--- config.mk ---
export PLATFORM = sky130hd
export DESIGN_NAME = cfg_access_router
export DESIGN_NICKNAME = d
export VERILOG_FILES = /design/src/rtl/cfg_router_pkg.sv /design/src/rtl/cfg_rst_sync.sv /design/src/rtl/cfg_addr_reg.sv /design/src/rtl/cfg_route_decode.sv /design/src/rtl/cfg_access_router.sv
export SDC_FILE = /design/constraint.sdc
export NUM_CORES = 1
export LEC_CHECK = 0
export ABC_AREA = 1
export BUFFER_PORTS_ARGS = -buffer_cell sky130_fd_sc_hd__clkbuf_2
export CAP_MARGIN = 20
export CORE_MARGIN = 5
export CORE_UTILIZATION = 52
export CTS_BUF_LIST = sky130_fd_sc_hd__clkbuf_16
export CTS_CLUSTER_DIAMETER = 40
export DETAILED_ROUTE_END_ITERATION = 7
export PLACE_DENSITY_LB_ADDON = 0.15
export SLEW_MARGIN = 20
export SYNTH_ARGS = -nofsm -noshare
export SYNTH_HDL_FRONTEND = slang
export SYNTH_SLANG_ARGS = --single-unit
export TNS_END_PERCENT = 5
--- constraint.sdc ---
create_clock -name clk -period 8.3 [get_ports clk]
set_input_delay 0.83 -clock clk [delete_from_list [all_inputs] [get_ports clk]]
set_output_delay 0.83 -clock clk [all_outputs]
set_load 0.05 [all_outputs]
--- src/rtl/cfg_router_pkg.sv ---
package cfg_router_pkg;

  typedef enum logic [1:0] {
    TGT_LOCAL = 2'd0,
    TGT_INT   = 2'd1,
    TGT_SEC   = 2'd2,
    TGT_HUB   = 2'd3
  } tgt_e;

  typedef struct packed {
    tgt_e        tgt;
    logic        cfg;
    logic        type1;
    logic [31:0] addr;
  } route_t;

  // dword addresses of the two host registers (byte 0xCF8 and 0xCFC)
  localparam logic [13:0] ADDR_DW = 14'h33E;
  localparam logic [13:0] DATA_DW = 14'h33F;

  // bits of the address register that are kept
  localparam logic [31:0] CFG_MASK = 32'h80FF_FFFC;

endpackage

--- src/rtl/cfg_rst_sync.sv ---
module cfg_rst_sync (
  input  logic clk,
  input  logic rst_n,
  output logic rst_sn
);
  logic [1:0] sync_q;

  always_ff @(posedge clk or negedge rst_n) begin
    if (!rst_n) sync_q <= 2'b00;
    else        sync_q <= {sync_q[0], 1'b1};
  end

  assign rst_sn = sync_q[1];
endmodule

--- src/rtl/cfg_addr_reg.sv ---
module cfg_addr_reg
  import cfg_router_pkg::*;
(
  input  logic        clk,
  input  logic        rst_sn,
  input  logic        load,
  input  logic [31:0] wdata,
  output logic [31:0] q
);
  logic [31:0] q_nxt;

  always_comb q_nxt = wdata & CFG_MASK;

  always_ff @(posedge clk or negedge rst_sn) begin
    if (!rst_sn)   q <= '0;
    else if (load) q <= q_nxt;
  end
endmodule

--- src/rtl/cfg_route_decode.sv ---
module cfg_route_decode
  import cfg_router_pkg::*;
#(
  parameter int NUM_DEV = 4
) (
  input  logic [31:0]        cfg_q,
  input  logic [13:0]        io_dw,
  input  logic [NUM_DEV-1:0] dev_en,
  input  logic [7:0]         sec_bus,
  input  logic [7:0]         sub_bus,
  output route_t             route
);
  localparam int DEV_W = 5;

  logic             cfg_on;
  logic [7:0]       bus;
  logic [DEV_W-1:0] dev;
  logic [NUM_DEV-1:0] hit_vec;
  logic             in_win;
  logic [31:0]      cfg_word;
  logic [31:0]      io_word;

  assign cfg_on   = cfg_q[31];
  assign bus      = cfg_q[23:16];
  assign dev      = cfg_q[15:11];
  assign cfg_word = {8'h00, cfg_q[23:0]};
  assign io_word  = {16'h0000, io_dw, 2'b00};
  assign in_win   = (bus >= sec_bus) && (bus <= sub_bus);

  // one compare per internal device; device 0 (host bridge) is never disabled
  for (genvar g = 0; g < NUM_DEV; g++) begin : g_dev
    if (g == 0) begin : g_host
      assign hit_vec[g] = (dev == DEV_W'(g));
    end else begin : g_other
      assign hit_vec[g] = (dev == DEV_W'(g)) && dev_en[g];
    end
  end

  always_comb begin
    route.tgt   = TGT_HUB;
    route.cfg   = 1'b0;
    route.type1 = 1'b0;
    route.addr  = io_word;
    if (io_dw == ADDR_DW) begin
      route.tgt = TGT_LOCAL;
    end else if (io_dw == DATA_DW && cfg_on) begin
      route.addr = cfg_word;
      if (bus == 8'h00) begin
        if (|hit_vec) route.tgt = TGT_INT;
        else          route.cfg = 1'b1;
      end else if (in_win) begin
        route.tgt   = TGT_SEC;
        route.type1 = (bus != sec_bus);
      end else begin
        route.cfg   = 1'b1;
        route.type1 = 1'b1;
      end
    end
  end
endmodule

--- src/rtl/cfg_access_router.sv ---
module cfg_access_router
  import cfg_router_pkg::*;
#(
  parameter int NUM_DEV = 4
) (
  input  logic               clk,
  input  logic               rst_n,
  input  logic               host_req,
  input  logic               host_we,
  input  logic [15:2]        host_addr,
  input  logic [3:0]         host_be,
  input  logic [31:0]        host_wdata,
  output logic               host_ready,
  output logic [31:0]        host_rdata,
  input  logic [NUM_DEV-1:0] dev_en,
  input  logic [7:0]         sec_bus,
  input  logic [7:0]         sub_bus,
  output logic [31:0]        tgt_addr,
  output logic [3:0]         tgt_be,
  output logic               tgt_we,
  output logic [31:0]        tgt_wdata,
  output logic               int_req,
  input  logic               int_ready,
  input  logic [31:0]        int_rdata,
  output logic               sec_req,
  output logic               sec_type1,
  input  logic               sec_ready,
  input  logic [31:0]        sec_rdata,
  output logic               hub_req,
  output logic               hub_cfg,
  output logic               hub_type1,
  input  logic               hub_ready,
  input  logic [31:0]        hub_rdata
);
  typedef enum logic [1:0] {S_IDLE, S_WAIT, S_DONE} st_e;

  logic        rst_sn;
  logic [31:0] cfg_q;
  logic        cfg_load;
  route_t      route;

  st_e         st_q, st_n;
  route_t      cur_q, cur_n;
  logic [3:0]  be_q, be_n;
  logic        we_q, we_n;
  logic [31:0] wd_q, wd_n;
  logic [31:0] rd_q, rd_n;
  logic        sel_ready;
  logic [31:0] sel_rdata;

  cfg_rst_sync u_rst (.clk(clk), .rst_n(rst_n), .rst_sn(rst_sn));

  cfg_addr_reg u_areg (
    .clk(clk), .rst_sn(rst_sn), .load(cfg_load), .wdata(host_wdata), .q(cfg_q)
  );

  cfg_route_decode #(.NUM_DEV(NUM_DEV)) u_dec (
    .cfg_q(cfg_q), .io_dw(host_addr), .dev_en(dev_en),
    .sec_bus(sec_bus), .sub_bus(sub_bus), .route(route)
  );

  always_comb begin
    sel_ready = 1'b0;
    sel_rdata = '0;
    unique case (cur_q.tgt)
      TGT_INT: begin sel_ready = int_ready; sel_rdata = int_rdata; end
      TGT_SEC: begin sel_ready = sec_ready; sel_rdata = sec_rdata; end
      TGT_HUB: begin sel_ready = hub_ready; sel_rdata = hub_rdata; end
      default: ;
    endcase
  end

  // next state
  always_comb begin
    st_n     = st_q;
    cur_n    = cur_q;
    be_n     = be_q;
    we_n     = we_q;
    wd_n     = wd_q;
    rd_n     = rd_q;
    cfg_load = 1'b0;
    unique case (st_q)
      S_IDLE: if (host_req) begin
        cur_n = route;
        be_n  = host_be;
        we_n  = host_we;
        wd_n  = host_wdata;
        if (route.tgt == TGT_LOCAL) begin
          cfg_load = host_we && (&host_be);
          rd_n     = host_we ? '0 : cfg_q;
          st_n     = S_DONE;
        end else begin
          st_n = S_WAIT;
        end
      end
      S_WAIT: if (sel_ready) begin
        rd_n = we_q ? '0 : sel_rdata;
        st_n = S_DONE;
      end
      S_DONE:  st_n = S_IDLE;
      default: st_n = S_IDLE;
    endcase
  end

  // registers
  always_ff @(posedge clk or negedge rst_sn) begin
    if (!rst_sn) begin
      st_q  <= S_IDLE;
      cur_q <= '0;
      be_q  <= '0;
      we_q  <= 1'b0;
      wd_q  <= '0;
      rd_q  <= '0;
    end else begin
      st_q  <= st_n;
      cur_q <= cur_n;
      be_q  <= be_n;
      we_q  <= we_n;
      wd_q  <= wd_n;
      rd_q  <= rd_n;
    end
  end

  assign host_ready = (st_q == S_DONE);
  assign host_rdata = rd_q;
  assign tgt_addr   = cur_q.addr;
  assign tgt_be     = be_q;
  assign tgt_we     = we_q;
  assign tgt_wdata  = wd_q;
  assign int_req    = (st_q == S_WAIT) && (cur_q.tgt == TGT_INT);
  assign sec_req    = (st_q == S_WAIT) && (cur_q.tgt == TGT_SEC);
  assign hub_req    = (st_q == S_WAIT) && (cur_q.tgt == TGT_HUB);
  assign sec_type1  = cur_q.type1;
  assign hub_cfg    = cur_q.cfg;
  assign hub_type1  = cur_q.type1;
endmodule

==> summary.md <==
| Metric | Value |
|---|---|
| WS Path Type | `reg -> out` |
| Clk_skew | `about 0.010 ns` |
| Clock Latency Late Sink | `~0.42 ns` |
| CP startpoint kind | `flop` |
| Die width | `about 120 um` |
| Final #Nets | `about 1,200` |
| Ranking of synthesized cells by area | `dfrtp_1 48%, nand2_1 17%, buf_4 3.9%` |
| CTS max path bufs | `2` |
| Fillers | `1,088` |
| DRC Markers | `0` |
| P_sw | `1570 uW` |
| Status | `complete, no violations` |
| CP Capture Type | `output pin` |
| Met2 Resource Use GR | `0.430` |
| Layout area overhead | `27.4%` |
| Comb pwr share | `0.490` |
| Most common cell after layout, fill and taps aside | `nand2_1` |
| CTS Hold Buffers Added | `0` |
| Antenna Nets Post-Route | `0` |
| Port Buffers | `269` |
| Post_cts resized | `0` |
| Number of global-route vias before repair | `5,784` |
| R2R Setup Slk | `just under 6 ns` |
| Post-CTS Repair Setup Buffers | `0` |
| Dominant cell type by area after synthesis | `dfrtp_1` |
| Largest net degree at the start of global routing | `between 80 and 90` |
| Worst-margin pin slew | `approximately 0.84 ns` |
| CTS Buf Count | `17` |
| Yosys top cell area share | `0.475` |
| Sequential area share after synthesis | `0.475` |
| Clk root buf | `clkbuf_16` |
| Max-slew violations | `0` |
| Max_slew headroom | `0.439` |
| CTS tree | `done` |
| Clock power share | `0.227` |
| Post-Synthesis Cells | `809` |
| Period minus WS final | `2.69 ns` |
| Arr. time, crit path | `between 1.5 and 2 ns` |
| First-pass GRT wire length | `29,100 um` |
| Core area | `~12,000 um2` |
| Max H-tree Level | `4` |
| Seq pwr share | `0.284` |
| Placed wire-length estimate | `about 14,000 um` |
| Met3 usage | `0.0606` |
| Reg2reg end | `host_rdata[6]` |
| Most frequent cells in the layout | `294 x nand2_1, 269 x clkbuf_2, 121 x dfrtp_1` |
| Clock-pin slew on the worst setup and hold paths | `0.06 ns` |
| Worst R2R Path Depth | `10` |
| Via/cell ratio | `4.97` |
| Die area | `14,700 um2` |
| Ports | `281` |
| Hold Slack | `around 0.18 ns` |
| Synth Cell Area | `around 6400 um2` |
| RSZ-0062 raised after global routing | `false` |
| GPL Wtd Cong | `slightly above 0.8` |
| Share of cells above drive strength 1 | `0.316` |
| Switching fraction of total power | `0.498` |
| FF+latch count, synth | `between 100 and 150` |
| Unique masters post-synth | `30` |
| Wirelength, routed | `about 18,000 um` |
| Peak VDD IR | `0.186 mV` |
| Vias | `approximately 6,100` |
| Worst Path Max Fanout | `28` |
| Power per standard cell area | `between 300 and 400 nW/um2` |
| Syn_area_per_cell | `roughly 8 um2` |
| CTS Sinks | `around 120` |
| Antenna violations before repair | `0` |
| Fmax | `between 300 and 400 MHz` |
| Multi-input gate area | `~2700 um2` |
| Final hold violation count | `0` |
| Period utilization | `0.324` |
| Grt met1 use | `0.320` |
| Final setup viols | `0` |
| Sequential cell area | `3060 um2` |
| # diodes | `0` |
| Hold WC Path Type | `in -> async` |
| GRT overflow | `0` |
| Cell Rows | `40` |
| Gr usage total | `0.251` |
| GRT Max-Usage Layer | `met2` |
| TritonRoute pass-1 iters | `5` |
| Avg WL per Cell | `15.0 um` |
| Die Height | `around 120 um` |
| Detailed Route Iter0 Violations | `roughly 470` |
| P_leak | `0.00453 uW` |
| Initial Util | `0.533` |
| Yosys warns | `0` |
| Layout Utilization | `0.679` |
| WP data required | `~7.5 ns` |
| Max Cap Viol | `0` |
| Worst R2R Start | `cur_q[35]` |
| Setup TNS | `0 ns` |
| Internal power | `about 1600 uW` |
-- power groups by stage --
stage	registers [uW]	clock network [uW]	logic, uW
after floorplan	1380	0	761
after global placement	897	0	1540
after detailed placement	901	0	1550
after CTS	895	723	1560
after global routing	922	751	1650
final	894	714	1540
-- flip-flops by register name, indices dropped and copies added (netlist names) --
name / cells
tgt_wdata: 32
hub_type1: 1
tgt_we: 1
hub_cfg: 1
host_rdata: 32
u_rst.sync_q: 2
u_areg.q: 23
cur_q: 2
st_q: 2
tgt_addr: 22
tgt_be: 4
-- synthesized netlist by cell type, drive strengths merged --
library cell,instances
conb,2
nand4,4
ha,16
nand3,42
nor3,7
o21bai,1
a32oi,23
o211ai,1
nor2,37
buf,50
dfrtp,122
inv,69
o21ai,104
nand2,297
or2,2
a21oi,8
clkbuf,21
a31oi,2
a21o,1
-- per-stage QoR --
| step | setup slack, ns | instance area, um2 | std cells | power, uW |
|---|---|---|---|---|
| final | 5.61 | 8180 | 1221 | 3150 |
| after global placement | 5.74 | 7620 | 1189 | 2440 |
| after detailed placement | 5.63 | 7620 | 1189 | 2450 |
| after global routing | 5.54 | 8180 | 1221 | 3330 |
| after floorplan | 4.65 | 6460 | 818 | 2140 |
| after CTS | 5.61 | 8180 | 1221 | 3170 |
-- metal layers --
| metal | vias to the layer above | wire length [um] | part of all wire |
|---|---|---|---|
| met5 | - | 0 | 0 |
| met4 | 0 | 218 | 0.012 |
| met3 | 15 | 1170 | 0.064 |
| met2 | 208 | 9310 | 0.51 |
| met1 | 2812 | 7660 | 0.42 |
| li1 | 3028 | - | - |
-- area by class of cell --
cell class,instances,share of cell area
clock inverters,15,0.0174
inverters,69,0.0316
flip-flops and latches,122,0.373
clock buffers,17,0.0520
well taps,168,0.0257
multi-input cells,556,0.331
repair buffers,274,0.169
-- cell families after synthesis --
family,synth area share
other cells,0.00117
fa+ha+maj,0.0312
buf+inv,0.110
simple gates,0.248
compound gates,0.134
flops,0.475
-- worst max path at each step --
| stage | start | to | slack (ns) | depth (start not counted) |
|---|---|---|---|---|
| global route | st_q[1] | int_req | 5.54 | 4 |
| CTS | st_q[1] | int_req | 5.61 | 4 |
| floorplan | u_rst.sync_q[1] | cur_q[34] | 4.65 | 0 |
| global placement | host_req | u_areg.q[10] | 5.74 | 9 |
| finish | st_q[1] | int_req | 5.61 | 4 |
| detailed placement | host_req | u_areg.q[18] | 5.63 | 9 |
-- critical path: stages (launching register included) --
cell,delay [ns]
dfrtp_1,0.40
inv_1,0.11
nand2_2,0.35
nor3_1,0.25
clkbuf_2,0.33
No activity file was read; power rests on OpenSTA's default activity.
